<file path="src/rtl/fdf_pkg.sv">
package fdf_pkg;
  localparam int WORD_W = 32;
  localparam logic [WORD_W-1:0] BRANCH_KEEP = 32'hFFFF_FFF3;
  localparam logic [WORD_W-1:0] PTR_KEEP    = 32'hFFFF_FFF0;

  localparam logic [2:0] SEL_PTR    = 3'd0;
  localparam logic [2:0] SEL_BRANCH = 3'd1;
  localparam logic [2:0] SEL_SRC    = 3'd2;
  localparam logic [2:0] SEL_ID     = 3'd3;
  localparam logic [2:0] SEL_CMD    = 3'd4;

  typedef enum logic [2:0] {
    ST_IDLE, ST_SCAN, ST_REQ, ST_WAIT, ST_CHECK, ST_FIN
  } fetchState_e;

  typedef struct packed {
    logic clrSrc;    // start of pass: wipe all sources
    logic pickDesc;  // choose descriptor address for current channel
    logic capture;   // a descriptor word has arrived
    logic checkSrc;  // evaluate current channel's source
  } dpCtl_t;
endpackage

</file>
<file path="src/rtl/fdf_control.sv">
module fdf_control
  import fdf_pkg::*;
#(
  parameter int NUM_CH = 7
) (
  input  logic                      clk,
  input  logic                      rstN,
  input  logic                      frameStart,
  input  logic [NUM_CH-1:0]         chEn,
  input  logic                      descOk,
  input  logic                      memReqReady,
  input  logic                      memRspValid,
  output dpCtl_t                    ctl,
  output logic [$clog2(NUM_CH)-1:0] chIdx,
  output logic [1:0]                wordIdx,
  output logic                      memReqValid,
  output logic                      done
);
  localparam int CH_W = $clog2(NUM_CH);
  localparam logic [CH_W-1:0] LAST_CH = CH_W'(NUM_CH - 1);

  fetchState_e state;
  logic isLast;
  assign isLast = (chIdx == LAST_CH);

  always_ff @(posedge clk) begin
    if (!rstN) begin
      state   <= ST_IDLE;
      chIdx   <= '0;
      wordIdx <= '0;
    end else begin
      case (state)
        ST_IDLE: if (frameStart) begin
          state <= ST_SCAN;
          chIdx <= '0;
        end
        ST_SCAN: begin
          if (chEn[chIdx]) begin
            wordIdx <= '0;
            state   <= descOk ? ST_REQ : ST_CHECK;
          end else if (isLast) begin
            state <= ST_FIN;
          end else begin
            chIdx <= chIdx + 1'b1;
          end
        end
        ST_REQ: if (memReqReady) state <= ST_WAIT;
        ST_WAIT: if (memRspValid) begin
          if (wordIdx == 2'd3) state <= ST_CHECK;
          else begin
            wordIdx <= wordIdx + 1'b1;
            state   <= ST_REQ;
          end
        end
        ST_CHECK: begin
          if (isLast) state <= ST_FIN;
          else begin
            chIdx <= chIdx + 1'b1;
            state <= ST_SCAN;
          end
        end
        default: state <= ST_IDLE;
      endcase
    end
  end

  always_comb begin
    ctl.clrSrc   = (state == ST_IDLE) && frameStart;
    ctl.pickDesc = (state == ST_SCAN) && chEn[chIdx];
    ctl.capture  = (state == ST_WAIT) && memRspValid;
    ctl.checkSrc = (state == ST_CHECK);
  end

  assign memReqValid = (state == ST_REQ);
  assign done        = (state == ST_FIN);

  // a pass ends with a single-cycle done
  assert_done_single_R10: assert property (@(posedge clk) disable iff (!rstN)
    done |=> !done);

  // within a pass the channel index never moves backward
  assert_ascending_R10: assert property (@(posedge clk) disable iff (!rstN)
    (state != ST_IDLE && $past(state) != ST_IDLE) |-> chIdx >= $past(chIdx));
endmodule

</file>
<file path="src/rtl/fdf_datapath.sv">
module fdf_datapath
  import fdf_pkg::*;
#(
  parameter int          NUM_CH   = 7,
  parameter logic [31:0] WIN_BASE = 32'hA000_0000,
  parameter logic [31:0] WIN_SIZE = 32'h0000_1000
) (
  input  logic                      clk,
  input  logic                      rstN,
  input  dpCtl_t                    ctl,
  input  logic [$clog2(NUM_CH)-1:0] chIdx,
  input  logic [1:0]                wordIdx,
  input  logic                      ctrlEnable,
  input  logic                      dualScan,
  input  logic                      ovl1Enable,
  input  logic                      ovl2Enable,
  input  logic                      cursorEnable,
  input  logic                      regWrEn,
  input  logic [2:0]                regWrSel,
  input  logic [$clog2(NUM_CH)-1:0] regWrCh,
  input  logic [WORD_W-1:0]         regWrData,
  input  logic [2:0]                regRdSel,
  input  logic [$clog2(NUM_CH)-1:0] regRdCh,
  output logic [WORD_W-1:0]         regRdData,
  input  logic [WORD_W-1:0]         memRspData,
  output logic [WORD_W-1:0]         memReqAddr,
  output logic [NUM_CH-1:0]         chEn,
  output logic                      descOk,
  output logic                      branchEvtValid,
  output logic [$clog2(NUM_CH)-1:0] branchEvtCh,
  output logic                      busErrValid,
  output logic [$clog2(NUM_CH)-1:0] busErrCh
);
  localparam int CH_W = $clog2(NUM_CH);
  localparam logic [WORD_W:0] BASE_X = {1'b0, WIN_BASE};
  localparam logic [WORD_W:0] END_X  = {1'b0, WIN_BASE} + {1'b0, WIN_SIZE};

  logic [WORD_W-1:0] ptrReg [NUM_CH];
  logic [WORD_W-1:0] brReg  [NUM_CH];
  logic [WORD_W-1:0] srcReg [NUM_CH];
  logic [WORD_W-1:0] idReg  [NUM_CH];
  logic [WORD_W-1:0] cmdReg [NUM_CH];
  logic [WORD_W-1:0] curAddr;

  for (genvar c = 0; c < NUM_CH; c++) begin : g_ch
    logic hitCh, swHit;
    assign hitCh = (chIdx == CH_W'(c));
    assign swHit = regWrEn && (regWrCh == CH_W'(c));

    if (c == 0)           begin : g_en0 assign chEn[c] = ctrlEnable; end
    else if (c == 1)      begin : g_en1 assign chEn[c] = ovl1Enable | dualScan; end
    else if (c <= 4)      begin : g_en2 assign chEn[c] = ovl2Enable; end
    else if (c == 5)      begin : g_en5 assign chEn[c] = cursorEnable; end
    else                  begin : g_enx assign chEn[c] = 1'b0; end

    always_ff @(posedge clk) begin
      if (!rstN) begin
        ptrReg[c] <= '0;
        brReg[c]  <= '0;
        srcReg[c] <= '0;
        idReg[c]  <= '0;
        cmdReg[c] <= '0;
      end else begin
        if (swHit && regWrSel == SEL_PTR)    ptrReg[c] <= regWrData & PTR_KEEP;
        if (swHit && regWrSel == SEL_BRANCH) brReg[c]  <= regWrData & BRANCH_KEEP;
        if (ctl.pickDesc && hitCh && brReg[c][0]) brReg[c][0] <= 1'b0;
        if (ctl.clrSrc) srcReg[c] <= '0;
        if (ctl.capture && hitCh) begin
          case (wordIdx)
            2'd0: ptrReg[c] <= memRspData;
            2'd1: srcReg[c] <= memRspData;
            2'd2: idReg[c]  <= memRspData;
            default: cmdReg[c] <= memRspData;
          endcase
        end
      end
    end
  end

  logic [WORD_W-1:0] curBr, selAddr, curSrc;
  logic srcBad;
  assign curBr   = brReg[chIdx];
  assign selAddr = curBr[0] ? (curBr & PTR_KEEP) : ptrReg[chIdx];
  assign descOk  = ({1'b0, selAddr} >= BASE_X) &&
                   ({1'b0, selAddr} + 33'd16 <= END_X);
  assign curSrc  = srcReg[chIdx];
  assign srcBad  = (curSrc == '0) || ({1'b0, curSrc} < BASE_X) ||
                   ({1'b0, curSrc} > END_X);

  always_ff @(posedge clk) begin
    if (!rstN) begin
      curAddr        <= '0;
      branchEvtValid <= 1'b0;
      branchEvtCh    <= '0;
      busErrValid    <= 1'b0;
      busErrCh       <= '0;
    end else begin
      if (ctl.pickDesc) curAddr <= selAddr;
      branchEvtValid <= ctl.pickDesc && curBr[0] && curBr[1];
      branchEvtCh    <= chIdx;
      busErrValid    <= ctl.checkSrc && srcBad;
      busErrCh       <= chIdx;
    end
  end

  assign memReqAddr = curAddr + {{(WORD_W-4){1'b0}}, wordIdx, 2'b00};

  always_comb begin
    regRdData = '0;
    if (int'(regRdCh) < NUM_CH) begin
      case (regRdSel)
        SEL_PTR:    regRdData = ptrReg[regRdCh];
        SEL_BRANCH: regRdData = brReg[regRdCh];
        SEL_SRC:    regRdData = srcReg[regRdCh];
        SEL_ID:     regRdData = idReg[regRdCh];
        SEL_CMD:    regRdData = cmdReg[regRdCh];
        default:    regRdData = '0;
      endcase
    end
  end

  // the two event kinds come from different phases of a channel
  assert_evt_exclusive_R4: assert property (@(posedge clk) disable iff (!rstN)
    branchEvtValid |-> !busErrValid);

  // right after the pass opens, the channel under scan has no source
  assert_src_cleared_R8: assert property (@(posedge clk) disable iff (!rstN)
    ctl.clrSrc |=> (curSrc == '0));
endmodule

</file>
<file path="src/rtl/frame_desc_fetch.sv">
module frame_desc_fetch
  import fdf_pkg::*;
#(
  parameter int          NUM_CH   = 7,
  parameter logic [31:0] WIN_BASE = 32'hA000_0000,
  parameter logic [31:0] WIN_SIZE = 32'h0000_1000
) (
  input  logic                      clk,
  input  logic                      rstN,
  input  logic                      frameStart,
  input  logic                      ctrlEnable,
  input  logic                      dualScan,
  input  logic                      ovl1Enable,
  input  logic                      ovl2Enable,
  input  logic                      cursorEnable,
  input  logic                      regWrEn,
  input  logic [2:0]                regWrSel,
  input  logic [$clog2(NUM_CH)-1:0] regWrCh,
  input  logic [31:0]               regWrData,
  input  logic [2:0]                regRdSel,
  input  logic [$clog2(NUM_CH)-1:0] regRdCh,
  output logic [31:0]               regRdData,
  output logic                      memReqValid,
  input  logic                      memReqReady,
  output logic [31:0]               memReqAddr,
  input  logic                      memRspValid,
  input  logic [31:0]               memRspData,
  output logic                      branchEvtValid,
  output logic [$clog2(NUM_CH)-1:0] branchEvtCh,
  output logic                      busErrValid,
  output logic [$clog2(NUM_CH)-1:0] busErrCh,
  output logic                      done
);
  localparam int CH_W = $clog2(NUM_CH);

  dpCtl_t            ctl;
  logic [CH_W-1:0]   chIdx;
  logic [1:0]        wordIdx;
  logic [NUM_CH-1:0] chEn;
  logic              descOk;

  fdf_control #(.NUM_CH(NUM_CH)) u_ctrl (
    .clk(clk), .rstN(rstN), .frameStart(frameStart), .chEn(chEn),
    .descOk(descOk), .memReqReady(memReqReady), .memRspValid(memRspValid),
    .ctl(ctl), .chIdx(chIdx), .wordIdx(wordIdx),
    .memReqValid(memReqValid), .done(done)
  );

  fdf_datapath #(.NUM_CH(NUM_CH), .WIN_BASE(WIN_BASE), .WIN_SIZE(WIN_SIZE)) u_dp (
    .clk(clk), .rstN(rstN), .ctl(ctl), .chIdx(chIdx), .wordIdx(wordIdx),
    .ctrlEnable(ctrlEnable), .dualScan(dualScan), .ovl1Enable(ovl1Enable),
    .ovl2Enable(ovl2Enable), .cursorEnable(cursorEnable),
    .regWrEn(regWrEn), .regWrSel(regWrSel), .regWrCh(regWrCh),
    .regWrData(regWrData), .regRdSel(regRdSel), .regRdCh(regRdCh),
    .regRdData(regRdData), .memRspData(memRspData), .memReqAddr(memReqAddr),
    .chEn(chEn), .descOk(descOk),
    .branchEvtValid(branchEvtValid), .branchEvtCh(branchEvtCh),
    .busErrValid(busErrValid), .busErrCh(busErrCh)
  );

  // a request that waits keeps its address
  assert_req_hold_R6: assert property (@(posedge clk) disable iff (!rstN)
    (memReqValid && !memReqReady) |=> (memReqValid && $stable(memReqAddr)));

  // descriptor words are read at word-aligned addresses
  assert_req_aligned_R6: assert property (@(posedge clk) disable iff (!rstN)
    memReqValid |-> (memReqAddr[1:0] == 2'b00));
endmodule

</file>
<file path="config.mk">
export PLATFORM = sky130hd
export DESIGN_NAME = frame_desc_fetch
export DESIGN_NICKNAME = d
export VERILOG_FILES = /design/src/rtl/fdf_pkg.sv /design/src/rtl/fdf_control.sv /design/src/rtl/fdf_datapath.sv /design/src/rtl/frame_desc_fetch.sv
export SDC_FILE = /design/constraint.sdc
export NUM_CORES = 2
export LEC_CHECK = 0
export BUFFER_PORTS_ARGS = -buffer_cell sky130_fd_sc_hd__buf_2
export CORE_ASPECT_RATIO = 1.25
export CORE_MARGIN = 10
export CORE_UTILIZATION = 59
export DETAILED_ROUTE_END_ITERATION = 8
export MAX_ROUTING_LAYER = met4
export PLACE_DENSITY = 0.87
export SLEW_MARGIN = 20
export SYNTH_ARGS = -nofsm -noshare
export SYNTH_HDL_FRONTEND = slang
export SYNTH_SLANG_ARGS = --single-unit
</file>
<file path="constraint.sdc">
create_clock -name clk -period 5.72 [get_ports clk]
set_clock_uncertainty 0.15 [all_clocks]
set_input_delay 0.286 -clock clk [delete_from_list [all_inputs] [get_ports clk]]
set_output_delay 0.286 -clock clk [all_outputs]
set_load 0.02 [all_outputs]
</file>
# --- Word level (Yosys, flattened, before mapping) ---
# Memory sizes are Yosys's and may differ from the RTL's. A register that Yosys moved wholly into a read port is not among the register bits.
# Cells that the tools add are included.
classes:
  n_addsub: 4
  mul: 0
  div: 0
  order_cmp: 6
  eq_ne: 32
  shift: 0
  mux: 239
  n_bitwise: 57
  n_reduce_logical: 64
op_table:
  columns: ["op", "count"]
  rows:
  - ["$mux W32", 44]
  - ["$mux W30", 7]
  - ["$mux W1", 163]
  - ["$pmux W32 S5", 1]
  - ["$or A1 B1 Y1", 57]
  - ["$mux W3", 17]
  - ["$logic_and A1 B1 Y1", 49]
  - ["$add A32 B5 Y33 const B", 1]
  - ["$le A33 B32 Y1 const B", 1]
  - ["$add A32 B4 Y32", 1]
  - ["$ge A32 B32 Y1 const B", 1]
  - ["$gt A32 B32 Y1 const B", 1]
  - ["$logic_not A32 Y1", 1]
  - ["$lt A32 B32 Y1 const B", 1]
  - ["$eq A3 B3 Y1 const B", 9]
  - ["$eq A3 B2 Y1 const B", 8]
  - ["$eq A3 B1 Y1 const B", 5]
  - ["$logic_not A3 Y1", 5]
  - ["$pmux W3 S5", 1]
  - ["$ne A2 B2 Y1 const B", 5]
  - ["$pmux W3 S3", 1]
  - ["$reduce_and A4 Y1", 2]
  - ["$mux W2", 3]
  - ["$eq A2 B2 Y1 const B", 2]
  - ["other kinds (15)", 16]
word_totals:
  regBits: 45
  latchBits: 0
  ramBits: 1106
  mem_bits_ro: 0
  input_bits: 87
  elab_cells: 414
  n_memories: 5
memory_table:
  columns: ["name", "words", "width", "read_ports", "rd_clocked_by_memory_dff", "wr", "line", "source"]
  rows:
  - ["u_dp.cmdReg", 7, 32, 1, 0, 7, "fdf_datapath.sv:42", "logic [WORD_W-1:0] cmdReg [NUM_CH];"]
  - ["u_dp.idReg", 7, 32, 1, 0, 7, "fdf_datapath.sv:41", "logic [WORD_W-1:0] idReg [NUM_CH];"]
  - ["u_dp.ptrReg", 7, 32, 2, 1, 7, "fdf_datapath.sv:38", "logic [WORD_W-1:0] ptrReg [NUM_CH];"]
  - ["u_dp.srcReg", 7, 32, 2, 1, 7, "fdf_datapath.sv:40", "logic [WORD_W-1:0] srcReg [NUM_CH];"]
  - ["u_dp.brReg", 7, 30, 9, 1, 7, "fdf_datapath.sv:39", "logic [WORD_W-1:0] brReg [NUM_CH];"]

# --- Depth between registers and ports, before layout ---
depth:
  depth_word: 10
  depth_mapped: 15

# --- Cells and area by module ---
# From an unflattened synthesis, not the netlist that was laid out.
unflattened:
  cells_unflattened: 4607
  hier_area_um2: 59477.0
by_module_without_submodules:
  columns: ["module", "n_inst", "cells_each", "area_each_um2"]
  rows:
  - ["fdf_datapath", 1, 4518, 58706.3]
  - ["fdf_control", 1, 89, 770.7]

# --- Worst setup path before layout ---
# OpenSTA, ideal clock, no wires.
synth_path:
  path_type: "register to register"
  from: "register u_ctrl.state[0]"
  to: "memory u_dp.srcReg[5][0], enable pin"
  setup_ns: 0.466
  t_arrival_ns: 3.652
  required_ns: 5.104
  slack_ns: 1.453
  path_stages_with_launch: 7
  path_buffers: 1
  path_cell_list: "dfxtp_1 clkbuf_1 nor2b_1 nand2_1 nor2_1 nand3_1 o21ai_0"
synth_rtl:
  columns: ["element", "line", "source"]
  rows:
  - ["start: declaration", "fdf_control.sv:22", "fetchState_e state;"]
  - ["start signal: assignment", "fdf_control.sv:40", "state <= descOk ? ST_REQ : ST_CHECK;"]
  - ["end: declaration", "fdf_datapath.sv:40", null]

==> flow_summary.yaml <==
run_status:
  status: "complete, no violations"
layout:
  area_growth_pct: 9.69
  drive_gt1_share_pct: 15.1
  mostFrequentLayoutCell: "edfxtp_1"
  final_cell_mix: "edfxtp_1 (1106), and2_1 (911), nand2_1 (588), mux2i_1 (431), o21ai_0 (350)"
  seq_area_um2: 34200
  fill_cells: 6787
  fin_nets: 5016
  multi_input_area_um2: 24500
power:
  power_density_nw_per_um2: 298
  clkPwrFrac_pct: 35.1
  total_power_mw: 19.7
  p_leak_nw: 24.0
  ir_drop_mv: 0.283
  p_sw_share_pct: 26.7
  seq_power_share_pct: 50.9
  p_int_mw: 14.4
  combinationalPowerShare_pct: 14.0
  p_switching_mw: 5.25
synth:
  synth_compound_area_share_pct: 6.99
  yosys.area_share.simple_pct: 16.8
  synth_top_family_by_area: "simple AND/OR/NAND/NOR gates"
  ys_types: 77
  synth_mux_area_share_pct: 15.4
  yosysWarnings: 0
  synthAdderAreaFrac_pct: 0.283
  ys_ff_latch: 1154
  syn-num-nets: 5081
  synthArstFlopShare_pct: 0
  syn_area_um2: 60200
  synth_edf_count: 1106
  synth_xor_area_share_pct: 0.495
  syn_inst: 4981
  yosysSeqAreaShare_pct: 56.8
  synth_area_per_cell_um2: 12.1
  synthFlopType: "edfxtp_1"
global_routing:
  grt.total_usage_pct: 31.3
  antenna_found_initial: 19
  grt_overflow: 0
  grt_start_max_net_pins: 96
  grt_pass1_wl_mm: 264
  grt_pass1_vias: 42900
floorplanning:
  initial_core_util_pct: 59.7
  rows: 130
  die_w_um: 306
  dieHeight_um: 377
  core_um2: 101000
  pin_count: 161
  die_area_um2: 115000
clock_tree:
  cts_hold_buf: 35
  cts_sinks: 1154
  htree_levels: 3
  clock_path_buffers: 3
  postCtsSetupRepairBufs: 0
  path_clk_slew_ns: 0.06
  cts_resized: 0
  cts_tree: "done"
  worstSkewPairLatency_ns: 0.73
  root_buffer: "clkbuf_16"
  cts_made_buffers: 106
setup_path:
  worstPathArrival_ns: 4.99
  required_ns: 6.19
  r2r_cells: 11
  start_kind: "register"
  cp_max_fo: 33
  worstSetupPathType: "register to register"
  r2r_slack_ns: 1.20
  rr_endpoint: "u_ctrl.state[2]"
  endpoint_kind: "register"
  crit_path_end: "u_ctrl.state[2]"
timing:
  post-route-period-util_pct: 79.1
  max_freq_ghz: 0.221
  finalSetupTns_ns: 0
  rsz0062_at_grt: "no"
  layout_min_cycle_time_ns: 4.52
  final_hold_viol_count: 0
  setup_viol_count_final: 0
  slew_headroom_pct: 20.4
  drv_slew: 0
  worst_slew_pin_slew_ns: 1.19
routing:
  vias_per_cell: 6.77
  antenna_left: 0
  routed_wl_mm: 180
  vias: 42900
  drc_errors: 0
  first_pass_iters: 8
  wl_per_cell_um: 28.4
  drtIter0Drc: 7132
placed_design:
  io_buffer_count: 158
  gp_congestion: 1.01
  dpl.hpwl_mm: 113
run:
  drv_cap: 0
worst_hold_path:
  hold_path_class: "input pin to register"
-- synthesized netlist by cell type (all sizes together), types with 8 or more instances --
| master | instances | area, um2 |
|---|---|---|
| a211oi | 22 | 165 |
| nor2b | 15 | 93.8 |
| nor3 | 52 | 272 |
| nand2b | 33 | 206 |
| dfxtp | 48 | 961 |
| a22o | 57 | 499 |
| nand3 | 35 | 175 |
| xor2 | 12 | 105 |
| o21ai | 364 | 1820 |
| a21oi | 48 | 244 |
| a31oi | 10 | 62.6 |
| nor4 | 37 | 238 |
| and2 | 911 | 5700 |
| o211ai | 30 | 239 |
| o221ai | 11 | 96.3 |
| edfxtp | 1106 | 33200 |
| inv | 15 | 56.3 |
| or3 | 8 | 50.1 |
| buf | 132 | 617 |
| and3 | 16 | 100 |
| xnor2 | 22 | 193 |
| nand4 | 17 | 106 |
| mux2i | 431 | 4310 |
| clkbuf | 341 | 1280 |
| mux4 | 200 | 4500 |
| o22a | 23 | 201 |
| o22ai | 74 | 463 |
| mux2 | 41 | 469 |
| ha | 12 | 150 |
| nor2 | 176 | 661 |
| nand2 | 604 | 2270 |
-- kinds of logic after synthesis --
family,Yosys count
flops,1154
simple gates,1931
compound gates,687
buf+inv,490
mux,672
fa+ha+maj,13
xor+xnor,34
-- sequential cells by signal, summed over array words and instances (netlist names), named ones only --
register,count
u_dp.cmdReg,224
u_ctrl.state,3
u_dp.ptrReg,224
u_dp.brReg,210
u_dp.idReg,224
u_dp.branchEvtValid,1
u_dp.busErrValid,1
u_ctrl.wordIdx,2
u_ctrl.chIdx,3
u_dp.branchEvtCh,3
u_dp.curAddr,32
u_dp.srcReg,224
-- how the worst min path moves through the flow --
stage / from / to / slack [ns] / cells after the start
finish: memRspData[29] / u_dp.ptrReg[0][29] / 0.02 / 3
global route: memRspData[26] / u_dp.cmdReg[1][26] / 0.04 / 2
CTS: memRspData[30] / u_dp.ptrReg[6][30] / 0.008 / 3
detailed placement: u_dp.curAddr[31] / u_dp.curAddr[31] / 0.32 / 2
global placement: u_dp.curAddr[31] / u_dp.curAddr[31] / 0.30 / 2
floorplan: u_dp.curAddr[1] / u_dp.curAddr[1] / 0.28 / 2
-- metrics by stage --
step	worst slack (ns)	utilization, %	hold WS [ns]	cell area (um2)	instances
CTS	1.35	65.2	0.00813	65800	6321
detailed placement	1.38	61.6	0.317	62100	6086
floorplan	1.45	-	0.282	60200	4981
global placement	1.39	61.6	0.305	62100	6086
finish	1.20	65.5	0.0159	66000	6346
global route	1.13	65.5	0.0352	66000	6343
-- routing by layer --
| metal | vias up | track usage, % | wire [um] |
|---|---|---|---|
| met1 | 20600 | 34.9 | 58600 |
| met5 | - | - | 0 |
| met4 | 0 | 18.9 | 11900 |
| li1 | 18000 | - | - |
| met3 | 852 | 8.83 | 23700 |
| met2 | 3473 | 49.8 | 85900 |
-- power groups by stage --
| stage | clock network [mW] | registers [mW] | logic, mW |
|---|---|---|---|
| finish | 6.91 | 9.99 | 2.75 |
| CTS | 6.88 | 9.98 | 2.63 |
| global placement | 0 | 10.1 | 2.54 |
| detailed placement | 0 | 10.2 | 2.59 |
| floorplan | 0 | 10.1 | 1.77 |
| global route | 7.24 | 10.0 | 2.87 |
-- worst max-delay path, stage by stage, from the launching register on --
cell and delay (ns):
dfxtp_4 0.66, buf_4 0.50, nand2b_1 0.42, o22ai_1 0.32, a2bb2oi_1 0.40, a32oi_1 0.34, nor3_4 0.35, nand2b_1 0.16
or4_1 0.54, o311ai_1 0.15, a311o_1 0.32, a21oi_2 0.07
-- area by class of cell --
class / count / area share [%]
sequential: 1154 / 51.8
multi-input combinational: 3337 / 37.2
clock buffer: 128 / 4.17
timing repair buffer: 300 / 3.37
tap: 1320 / 2.50
clock inverter: 72 / 0.857
inverter: 17 / 0.0967
antenna: 18 / 0.0682
Power figures use the tool's default switching activity.
